<file path="src/rtl/tx_arb_pkg.sv">
package tx_arb_pkg;
  localparam int CODE_W = 4;
  localparam int KEY_W  = 32;
  localparam int PRIO_W = 3;
  localparam int CMP_W  = KEY_W + PRIO_W;
  localparam logic [CODE_W-1:0] CODE_TX_ACTIVE = 4'b1100;

  typedef enum logic [1:0] {
    ORD_INDEX   = 2'd0,
    ORD_KEY     = 2'd1,
    ORD_PRIOKEY = 2'd2
  } order_e;

  function automatic order_e order_sel(input logic lbuf, input logic lprio);
    if (lbuf)       return ORD_INDEX;
    else if (lprio) return ORD_PRIOKEY;
    else            return ORD_KEY;
  endfunction
endpackage

</file>
<file path="src/rtl/tx_arb_cmp.sv">
module tx_arb_cmp
  import tx_arb_pkg::*;
(
  input  order_e              ord_i,
  input  logic [CODE_W-1:0]   code_i,
  input  logic [KEY_W-1:0]    key_i,
  input  logic [PRIO_W-1:0]   prio_i,
  input  logic                best_valid_i,
  input  logic [CMP_W-1:0]    best_key_i,
  output logic                take_o,
  output logic [CMP_W-1:0]    cand_key_o
);
  logic eligible;
  logic better;

  always_comb begin
    unique case (ord_i)
      ORD_PRIOKEY: cand_key_o = {prio_i, key_i};
      ORD_KEY:     cand_key_o = {{PRIO_W{1'b0}}, key_i};
      default:     cand_key_o = '0; // index order: all equal, first eligible stays
    endcase
  end

  assign eligible = (code_i == CODE_TX_ACTIVE);
  // strict less keeps the lower index on ties
  assign better   = cand_key_o < best_key_i;
  assign take_o   = eligible && (!best_valid_i || better);
endmodule

</file>
<file path="src/rtl/tx_arb_trig.sv">
module tx_arb_trig (
  input  logic clk_i,
  input  logic rst_ni,
  input  logic busy_i,
  input  logic crc_phase_i,
  input  logic err_delim_i,
  input  logic intermission_i,
  input  logic bus_idle_i,
  input  logic cs_write_i,
  input  logic freeze_exit_i,
  input  logic last_found_i,
  input  logic last_win_active_i,
  output logic start_o
);
  logic wr_pend_q;
  logic hard_start;
  logic inter_start;

  assign hard_start  = crc_phase_i | err_delim_i | freeze_exit_i | (bus_idle_i & cs_write_i);
  assign inter_start = intermission_i & ~busy_i &
                       (last_found_i ? ~last_win_active_i : wr_pend_q);
  assign start_o     = hard_start | inter_start;

  always_ff @(posedge clk_i or negedge rst_ni) begin
    if (!rst_ni)                 wr_pend_q <= 1'b0;
    else if (start_o)            wr_pend_q <= 1'b0;
    else if (cs_write_i && !busy_i) wr_pend_q <= 1'b1;
  end


  inter_no_restart_chk: assert property (@(posedge clk_i) disable iff (!rst_ni)
    (busy_i && !crc_phase_i && !err_delim_i && !freeze_exit_i && !(bus_idle_i && cs_write_i))
      |-> !start_o);
endmodule

</file>
<file path="src/rtl/txmb_arbiter.sv">
module txmb_arbiter
  import tx_arb_pkg::*;
#(
  parameter int N_MB = 16,
  localparam int IW  = (N_MB > 1) ? $clog2(N_MB) : 1
) (
  input  logic                 clk_i,
  input  logic                 rst_ni,
  input  logic                 lbuf_first_i,
  input  logic                 lprio_en_i,
  input  logic                 crc_phase_i,
  input  logic                 err_delim_i,
  input  logic                 intermission_i,
  input  logic                 bus_idle_i,
  input  logic                 cs_write_i,
  input  logic                 freeze_exit_i,
  input  logic [4*N_MB-1:0]    mb_code_i,
  input  logic [32*N_MB-1:0]   mb_key_i,
  input  logic [3*N_MB-1:0]    mb_prio_i,
  output logic                 done_o,
  output logic                 found_o,
  output logic [IW-1:0]        win_idx_o
);
  localparam logic [IW-1:0] LAST_IDX = IW'(N_MB - 1);

  logic [CODE_W-1:0] code_a [N_MB];
  logic [KEY_W-1:0]  key_a  [N_MB];
  logic [PRIO_W-1:0] prio_a [N_MB];

  for (genvar g = 0; g < N_MB; g++) begin : g_unpack
    assign code_a[g] = mb_code_i[g*CODE_W +: CODE_W];
    assign key_a[g]  = mb_key_i[g*KEY_W +: KEY_W];
    assign prio_a[g] = mb_prio_i[g*PRIO_W +: PRIO_W];
  end

  logic             busy_q, best_valid_q, done_q, found_q;
  logic [IW-1:0]    idx_q, best_idx_q, win_q;
  logic [CMP_W-1:0] best_key_q;
  logic             start, take, last;
  logic [CMP_W-1:0] cand_key;
  logic             last_win_active;
  order_e           ord;

  assign ord             = order_sel(lbuf_first_i, lprio_en_i);
  assign last            = (idx_q == LAST_IDX);
  assign last_win_active = (code_a[win_q] == CODE_TX_ACTIVE);

  tx_arb_trig u_trig (
    .clk_i             (clk_i),
    .rst_ni            (rst_ni),
    .busy_i            (busy_q),
    .crc_phase_i       (crc_phase_i),
    .err_delim_i       (err_delim_i),
    .intermission_i    (intermission_i),
    .bus_idle_i        (bus_idle_i),
    .cs_write_i        (cs_write_i),
    .freeze_exit_i     (freeze_exit_i),
    .last_found_i      (found_q),
    .last_win_active_i (last_win_active),
    .start_o           (start)
  );

  tx_arb_cmp u_cmp (
    .ord_i        (ord),
    .code_i       (code_a[idx_q]),
    .key_i        (key_a[idx_q]),
    .prio_i       (prio_a[idx_q]),
    .best_valid_i (best_valid_q),
    .best_key_i   (best_key_q),
    .take_o       (take),
    .cand_key_o   (cand_key)
  );

  always_ff @(posedge clk_i or negedge rst_ni) begin
    if (!rst_ni) begin
      busy_q       <= 1'b0;
      idx_q        <= '0;
      best_valid_q <= 1'b0;
      best_key_q   <= '0;
      best_idx_q   <= '0;
      done_q       <= 1'b0;
      found_q      <= 1'b0;
      win_q        <= '0;
    end else begin
      done_q <= 1'b0;
      if (start) begin
        busy_q       <= 1'b1;
        idx_q        <= '0;
        best_valid_q <= 1'b0;
        best_key_q   <= '0;
        best_idx_q   <= '0;
      end else if (busy_q) begin
        if (take) begin
          best_valid_q <= 1'b1;
          best_key_q   <= cand_key;
          best_idx_q   <= idx_q;
        end
        if (last) begin
          busy_q  <= 1'b0;
          done_q  <= 1'b1;
          found_q <= best_valid_q | take;
          win_q   <= take ? idx_q : best_idx_q;
        end else begin
          idx_q <= idx_q + IW'(1);
        end
      end
    end
  end

  assign done_o    = done_q;
  assign found_o   = found_q;
  assign win_idx_o = win_q;


  done_pulse_chk: assert property (@(posedge clk_i) disable iff (!rst_ni)
    done_o |=> !done_o);

  idx_range_chk: assert property (@(posedge clk_i) disable iff (!rst_ni)
    busy_q |-> (idx_q <= LAST_IDX));

  restart_chk: assert property (@(posedge clk_i) disable iff (!rst_ni)
    start |=> (busy_q && idx_q == '0 && !done_o));

  no_winner_idx_chk: assert property (@(posedge clk_i) disable iff (!rst_ni)
    (done_o && !found_o) |-> (win_idx_o == '0));

  winner_active_chk: assert property (@(posedge clk_i) disable iff (!rst_ni)
    (busy_q && take) |-> (code_a[idx_q] == CODE_TX_ACTIVE));
endmodule

</file>
<file path="config.mk">
export PLATFORM = sky130hd
export DESIGN_NAME = txmb_arbiter
export DESIGN_NICKNAME = d
export VERILOG_FILES = /design/src/rtl/tx_arb_pkg.sv /design/src/rtl/tx_arb_cmp.sv /design/src/rtl/tx_arb_trig.sv /design/src/rtl/txmb_arbiter.sv
export SDC_FILE = /design/constraint.sdc
export NUM_CORES = 1
export LEC_CHECK = 0
export ABC_AREA = 1
export BUFFER_PORTS_ARGS = -buffer_cell sky130_fd_sc_hd__clkbuf_2
export CORE_AREA = 2 2 246 248
export CTS_CLUSTER_DIAMETER = 150
export DETAILED_ROUTE_END_ITERATION = 7
export DIE_AREA = 0 0 248 250
export PLACE_DENSITY = 0.33
export SYNTH_ARGS = -nofsm -noshare
export SYNTH_HDL_FRONTEND = slang
export SYNTH_SLANG_ARGS = --single-unit
</file>
<file path="constraint.sdc">
create_clock -name clk_i -period 4.55 [get_ports clk_i]
set_input_delay 0.2275 -clock clk_i [delete_from_list [all_inputs] [get_ports clk_i]]
set_output_delay 0.2275 -clock clk_i [all_outputs]
set_load 0.01 [all_outputs]
</file>
==> flow_metrics.tcl, run 1 <==
set metrics [dict create \
    netlist.area_leader.share_pct 17.2 \
    met2_usage_pct 37.0 \
    cts_tree "done" \
    detail-route-antenna-nets 0 \
    vias_in_the_first_global_route 13800 \
    synth_fp_nets 2171 \
    clock_tree.htree_level_count 2 \
    hold_violations 0 \
    viasPerCell 4.61 \
    max_clock_freq_mhz 237 \
    floorplan.die.height_um 250 \
    clock_skew_ns 0.00987 \
    worst-r2r-setup-slack_ns 0.33 \
    cts_made_buffers 5 \
    cp_cell_sequence "inv_4 -> buf_12 -> o21ai_0 -> o221ai_1 -> nand3_1 -> a31oi_1 -> ha_1 -> a21oi_1 -> o21ai_0 -> nor2_1 -> o21ai_0 -> nor2_1 -> nand2_1 -> nand2_2 -> nand2_4 -> nor2_8 -> nand2_1 -> nand2_1" \
    final_routed_drc_violation_total 0 \
    num_rows 90 \
    crit_path_top_delay_cell "sky130_fd_sc_hd__dfrtp_4" \
    setup-violations-final 0 \
    grt_pass1_wl_mm 92.0 \
    synth.yosys.seq_area_share_pct 15.3 \
    drt_pass1_iterations 5 \
    route.final.wire_length_mm 64.8 \
    critical_path_arrival_ns 4.46 \
    synth_area_leaders "sky130_fd_sc_hd__o21ai_0 17%, sky130_fd_sc_hd__dfrtp_1 15%, sky130_fd_sc_hd__nor2_1 14%" \
    ys_dominant_reg_cell "sky130_fd_sc_hd__dfrtp_1" \
    cts.path.max_buffers 2 \
    placement.setup.worst_slack_ns 0.109 \
    dp_hpwl_mm 53.5 \
    fp.coreArea_mm2 0.0596 \
    final_layout_size_suffix_gt1_share_pct 34.8 \
    grt_max_degree 80 \
    maxCapViolCount 0 \
    io_buffers 639 \
    finish.utilization_pct 21.5 \
    reg2reg_from "idx_q[1]" \
    post_synth_inst_count 1502 \
    final_max_slew_viol_count 0 \
    ys_ff_latch 52 \
    critical_path.startpoint_type "flop" \
    ctsRootBufferMaster "sky130_fd_sc_hd__clkbuf_16" \
    layout_common_cells "639 x sky130_fd_sc_hd__clkbuf_2, 309 x sky130_fd_sc_hd__nor2_1, 291 x sky130_fd_sc_hd__o21ai_0, 236 x sky130_fd_sc_hd__nand2_1, 106 x sky130_fd_sc_hd__nand3_1" \
    clk_pin_slew_ns 0.08 \
    global_route.usage.met1_pct 24.6 \
    initial_core_util_pct 14.2 \
    p_seq_share_pct 29.0 \
    power_switching_share_pct 37.8 \
    post_synth_num_cell_types 42 \
    antenna_cells_inserted 0 \
    synthesis.area_per_instance_um2 5.65 \
    global_route.overflow_total 0 \
    cts.sinks 52 \
    crit_required_ns 4.79 \
    power_frac_comb_pct 44.6 \
    power_per_standard_cell_area_mw_per_mm2 125 \
    floorplan.io_pins 640 \
    proportion_of_synthesized_flip_flops_having_asynchronous_set_or_reset_pct 100 \
    totalNegativeSetupSlack_ns 0 \
    place.gp.congestion 0.916 \
    maximum_vdd_ir_drop_v 0.000131 \
    postCtsHoldBufs 0 \
    worst_skew_pair.late_latency_ns 0.31 \
    area.growth.synth_to_final_pct 50.5 \
    seqCellArea_mm2 0.00131 \
    cts.repair.resized 0 \
    worst-setup-path-type "flop to flop" \
    synth-edff-count 0 \
    layout.cells.most_common "sky130_fd_sc_hd__clkbuf_2" \
    globalRouteMet3Util_pct 3.16 \
    final_nets 2741 \
    gr-usage-all-layers_pct 20.0 \
    period_share_pct 92.7 \
    worst_slew_pin_slew_ns 0.871 \
    path_buf_inv 2 \
    first_iter_violations 680 \
    overall_die_area_mm2 0.0620 \
    internal_power_mw 0.997 \
    largest_fanout_on_the_critical_path 44 \
    endpoint_kind "flop" \
    depth_of_the_most_critical_reg_to_reg_path 18 \
    postCtsSetupBuffers 0 \
    final_period_minus_worst_setup_slack_ns 4.22 \
    wl_per_cell_um 22.7 \
    hold_class "input port to async pin" \
    synth_largest_area_cell "sky130_fd_sc_hd__o21ai_0" \
    crit_family "simple AND/OR/NAND/NOR gates" \
    post-route-worst-setup-slack_ns 0.333 \
    relSlewSlack_pct 41.9 \
    leakagePower_nw 6.36 \
    antenna_found_initial 8 \
    die_w_um 248 \
    clock_power_share_pct 26.3 \
    worst_r2r_endpoint "best_key_q[24]" \
    yosysWarnings 0 \
    detailroute.via_count 13200 \
    gr-max-usage-layer "met2" \
    status "finished, final reports clean" \
    total_area_of_multi_input_combinational_cells_mm2 0.00629 \
    final.fill_count 7001 \
    grt_setup_unrepaired "false" \
    max_stage_delay_ns 0.53 \
    syn_area_mm2 0.00849 \
    p_sw_mw 0.605 \
]
==> worst register-to-register path, stage by stage, from the launching register on <==
cell                       delay (ns)
sky130_fd_sc_hd__dfrtp_4         0.53
sky130_fd_sc_hd__inv_4           0.38
sky130_fd_sc_hd__buf_12          0.31
sky130_fd_sc_hd__o21ai_0         0.14
sky130_fd_sc_hd__o221ai_1        0.42
sky130_fd_sc_hd__nand3_1         0.18
sky130_fd_sc_hd__a31oi_1         0.28
sky130_fd_sc_hd__ha_1            0.31
sky130_fd_sc_hd__a21oi_1         0.18
sky130_fd_sc_hd__o21ai_0         0.17
sky130_fd_sc_hd__nor2_1          0.17
sky130_fd_sc_hd__o21ai_0         0.10
sky130_fd_sc_hd__nor2_1          0.11
sky130_fd_sc_hd__nand2_1         0.11
sky130_fd_sc_hd__nand2_2         0.13
sky130_fd_sc_hd__nand2_4         0.13
sky130_fd_sc_hd__nor2_8          0.34
sky130_fd_sc_hd__nand2_1         0.11
sky130_fd_sc_hd__nand2_1         0.08
==> cell usage after synthesis (4+ instances only) <==
cell,number
sky130_fd_sc_hd__nand4_1,19
sky130_fd_sc_hd__dfrtp_1,52
sky130_fd_sc_hd__nor2_1,309
sky130_fd_sc_hd__a21oi_1,26
sky130_fd_sc_hd__o211ai_1,6
sky130_fd_sc_hd__buf_1,9
sky130_fd_sc_hd__o221ai_1,66
sky130_fd_sc_hd__o21ai_0,291
sky130_fd_sc_hd__o22ai_1,71
sky130_fd_sc_hd__nand2_1,236
sky130_fd_sc_hd__ha_1,35
sky130_fd_sc_hd__buf_2,30
sky130_fd_sc_hd__inv_2,4
sky130_fd_sc_hd__clkbuf_1,82
sky130_fd_sc_hd__inv_1,75
sky130_fd_sc_hd__buf_4,5
sky130_fd_sc_hd__nand3_1,106
sky130_fd_sc_hd__a31oi_1,35
sky130_fd_sc_hd__nand3b_1,4
sky130_fd_sc_hd__buf_6,6
sky130_fd_sc_hd__o21ai_1,8
==> metal layers <==
metal | part of all wire, % | wire length [um]
met5 | 0.077 | 50
met4 | 1.1 | 706
met3 | 6.0 | 3910
met2 | 51 | 32700
met1 | 42 | 27400
==> area by class of cell <==
type	count	area share [%]
Clock buffer	5	0.979
Clock inverter	3	0.215
Inverter	82	2.50
Multi-Input combinational cell	1237	49.3
Sequential cell	52	10.3
Tap cell	782	7.66
Timing Repair Buffer	694	29.1
==> cells by family after synthesis <==
kind of cell / synth area share, %
DFF: 15.3
xor gates and xnor gates: 0.206
adders and majority gates: 5.16
and+or+nand+nor: 33.5
AOI/OAI and AO/OA: 35.1
buffers and inverters: 10.7
==> how the worst max path moves through the flow <==
stage | from | to | slack, ns | depth (start not counted)
floorplan | idx_q[0] | best_key_q[0] | 1.31 | 23
global placement | idx_q[1] | best_key_q[32] | 0.07 | 18
detailed placement | idx_q[1] | best_key_q[32] | 0.11 | 18
CTS | idx_q[1] | best_key_q[8] | 0.07 | 18
global route | idx_q[1] | best_key_q[29] | 0.02 | 18
finish | idx_q[1] | best_key_q[24] | 0.33 | 18
==> power by group through the flow <==
| stage | Clock [mW] | Sequential (mW) | Combinational [mW] |
|---|---|---|---|
| floorplan | 0 | 0.473 | 0.266 |
| global placement | 0 | 0.474 | 0.728 |
| detailed placement | 0 | 0.475 | 0.725 |
| CTS | 0.445 | 0.465 | 0.728 |
| global route | 0.463 | 0.465 | 0.793 |
| finish | 0.422 | 0.465 | 0.715 |
==> metrics by stage <==
step	area, um2	hold slack [ns]	total power, mW	instances
after detailed placement	12600	0.458	1.20	2844
final	12800	0.0677	1.60	2855
after CTS	12700	0.121	1.64	2852
after global routing	12800	0.138	1.72	2855
after global placement	12600	0.462	1.20	2844
after floorplan	8490	-0.0681	0.739	1502
==> sequential cells by signal, summed over array words and instances (netlist names) <==
signal            flops
busy_q                1
found_o               1
idx_q                 4
u_trig.wr_pend_q      1
best_idx_q            4
best_key_q           35
best_valid_q          1
win_idx_o             4
done_o                1
Note: power is estimated with default switching activity, not from simulation.
==> run 2, diff against run 1 <==
Settings changed: REMOVE_ABC_BUFFERS from default to 1, SLEW_MARGIN from default to 10.
==> flow_metrics.tcl, run 2 (same netlist as run 1, synthesis figures left out) <==
set metrics [dict create \
    maxCapViolCount 0 \
    maximum_vdd_ir_drop_v 0.000128 \
    p_sw_mw 0.570 \
    leakagePower_nw 6.32 \
    totalNegativeSetupSlack_ns 0 \
    depth_of_the_most_critical_reg_to_reg_path 18 \
    seqCellArea_mm2 0.00131 \
    largest_fanout_on_the_critical_path 55 \
    clk_pin_slew_ns 0.09 \
    ctsRootBufferMaster "sky130_fd_sc_hd__clkbuf_16" \
    die_w_um 248 \
    endpoint_kind "flop" \
    viasPerCell 4.54 \
    critical_path_arrival_ns 4.37 \
    internal_power_mw 0.995 \
    io_buffers 639 \
    cts_made_buffers 5 \
    initial_core_util_pct 14.2 \
    crit_required_ns 4.80 \
    worst_skew_pair.late_latency_ns 0.32 \
    clock_power_share_pct 27.0 \
    final_layout_size_suffix_gt1_share_pct 34.3 \
    relSlewSlack_pct 42.3 \
    cts.path.max_buffers 2 \
    dp_hpwl_mm 42.1 \
    worst_r2r_endpoint "best_key_q[25]" \
    gr-usage-all-layers_pct 16.4 \
    hold_violations 0 \
    regMostFlops "best_key_q" \
    final.fill_count 6909 \
    first_iter_violations 690 \
    power_per_standard_cell_area_mw_per_mm2 123 \
    hold_class "input port to async pin" \
    area.growth.synth_to_final_pct 49.9 \
    reg2reg_from "idx_q[1]" \
    power_switching_share_pct 36.4 \
    period_share_pct 90.5 \
    floorplan.io_pins 640 \
    floorplan.die.height_um 250 \
    wl_per_cell_um 18.8 \
    worst-r2r-setup-slack_ns 0.43 \
    layout.cells.most_common "sky130_fd_sc_hd__clkbuf_2" \
    antenna_found_initial 0 \
    final_period_minus_worst_setup_slack_ns 4.12 \
    status "finished, final reports clean" \
    overall_die_area_mm2 0.0620 \
    grt_max_degree 119 \
    max_clock_freq_mhz 243 \
    setup-violations-final 0 \
    route.final.wire_length_mm 53.5 \
    cts_tree "done" \
    layout_common_cells "638 x sky130_fd_sc_hd__clkbuf_2, 309 x sky130_fd_sc_hd__nor2_1, 291 x sky130_fd_sc_hd__o21ai_0, 236 x sky130_fd_sc_hd__nand2_1, 106 x sky130_fd_sc_hd__nand3_1" \
    layoutNonFillerInstCount 2838 \
    clock_skew_ns 0.0157 \
    num_rows 90 \
    detailroute.via_count 12900 \
    vias_in_the_first_global_route 13500 \
    largest_register_ff_count 35 \
    cts.sinks 52 \
    total_area_of_multi_input_combinational_cells_mm2 0.00629 \
    worst-setup-path-type "flop to flop" \
    p_seq_share_pct 29.7 \
    drt_pass1_iterations 5 \
    power_frac_comb_pct 43.3 \
    final_nets 2724 \
    finish.utilization_pct 21.4 \
    fp.coreArea_mm2 0.0596 \
    critical_path.startpoint_type "flop" \
    placedCellCount 2828 \
    grt_setup_unrepaired "false" \
    grt_pass1_wl_mm 79.1 \
    place.gp.congestion 0.845 \
    worst_slew_pin_slew_ns 0.865 \
    detail-route-antenna-nets 0 \
    antenna_cells_inserted 0 \
    global_route.overflow_total 0 \
    final_routed_drc_violation_total 0 \
    clock_tree.htree_level_count 2 \
    final_max_slew_viol_count 0 \
]
## run 2: cell count changes in the layout (fill, tap and decap cells not counted)
cell	change
sky130_fd_sc_hd__buf_12	+6
sky130_fd_sc_hd__clkbuf_2	-1
sky130_fd_sc_hd__buf_4	-23
sky130_fd_sc_hd__buf_2	+1
## run 2: routing by layer
metal,wire (um),track usage [%],part of all wire (%)
met1,22200,19.8,41
met3,2600,1.66,4.9
met4,1200,4.26,2.3
met5,0,0,0
met2,27500,30.6,51
## run 2: layout make-up
type                       instances  area share [%]
multi-input combinational       1237            49.5
timing repair buffer             677            28.8
sequential                        52            10.3
tap                              782            7.69
inverter                          82            2.51
clock buffer                       5           0.983
clock inverter                     3           0.216
## run 2: worst max-delay path: stages (launching register included)
cell	delay (ns)
sky130_fd_sc_hd__dfrtp_4	0.52
sky130_fd_sc_hd__inv_4	0.35
sky130_fd_sc_hd__buf_12	0.26
sky130_fd_sc_hd__o21ai_0	0.22
sky130_fd_sc_hd__o22ai_1	0.17
sky130_fd_sc_hd__nand2_1	0.07
sky130_fd_sc_hd__a31oi_1	0.46
sky130_fd_sc_hd__ha_1	0.34
sky130_fd_sc_hd__a21oi_1	0.15
sky130_fd_sc_hd__o21a_1	0.16
sky130_fd_sc_hd__a21oi_1	0.07
sky130_fd_sc_hd__o21a_1	0.17
sky130_fd_sc_hd__nor2_1	0.08
sky130_fd_sc_hd__nand2_1	0.09
sky130_fd_sc_hd__nand2_2	0.15
sky130_fd_sc_hd__nand2_4	0.14
sky130_fd_sc_hd__nor2_8	0.35
sky130_fd_sc_hd__nand2_1	0.09
sky130_fd_sc_hd__nand2_1	0.08
## run 2: worst max-delay path by stage
stage                     end  slack [ns]  cells past startpoint  startpoint
2_1_floorplan   best_key_q[0]       -4.61                     17    idx_q[0]
6_report       best_key_q[25]        0.43                     18    idx_q[1]
3_3_place_gp   best_key_q[14]        0.24                     20    idx_q[1]
3_5_place_dp    best_key_q[0]        0.22                     18    idx_q[1]
5_1_grt        best_key_q[18]        0.01                     18    idx_q[1]
4_1_cts         best_key_q[0]        0.19                     18    idx_q[1]
## run 2: power by group through the flow
stage / Combinational (mW) / Clock, mW / Sequential [mW]
2_1_floorplan: 0.238 / 0 / 0.489
3_3_place_gp: 0.694 / 0 / 0.474
3_5_place_dp: 0.689 / 0 / 0.474
4_1_cts: 0.692 / 0.438 / 0.465
5_1_grt: 0.762 / 0.454 / 0.465
6_report: 0.678 / 0.422 / 0.465
## run 2: what timing repair did
item,in CTS,in global routing
hold endpoints to repair,0,0
hold buffers,0,0
buffers inserted,0,1
setup endpoints to repair,0,35
gates resized for setup,0,0
## run 2: metrics by stage
step	instance area (um2)	total power, mW	setup WS (ns)	hold slack (ns)
after floorplan	7890	0.727	-4.61	-0.0681
after global placement	12500	1.17	0.242	0.457
after CTS	12700	1.59	0.185	0.112
after global routing	12700	1.68	0.0147	0.125
after detailed placement	12500	1.16	0.222	0.425
final	12700	1.57	0.434	0.0590
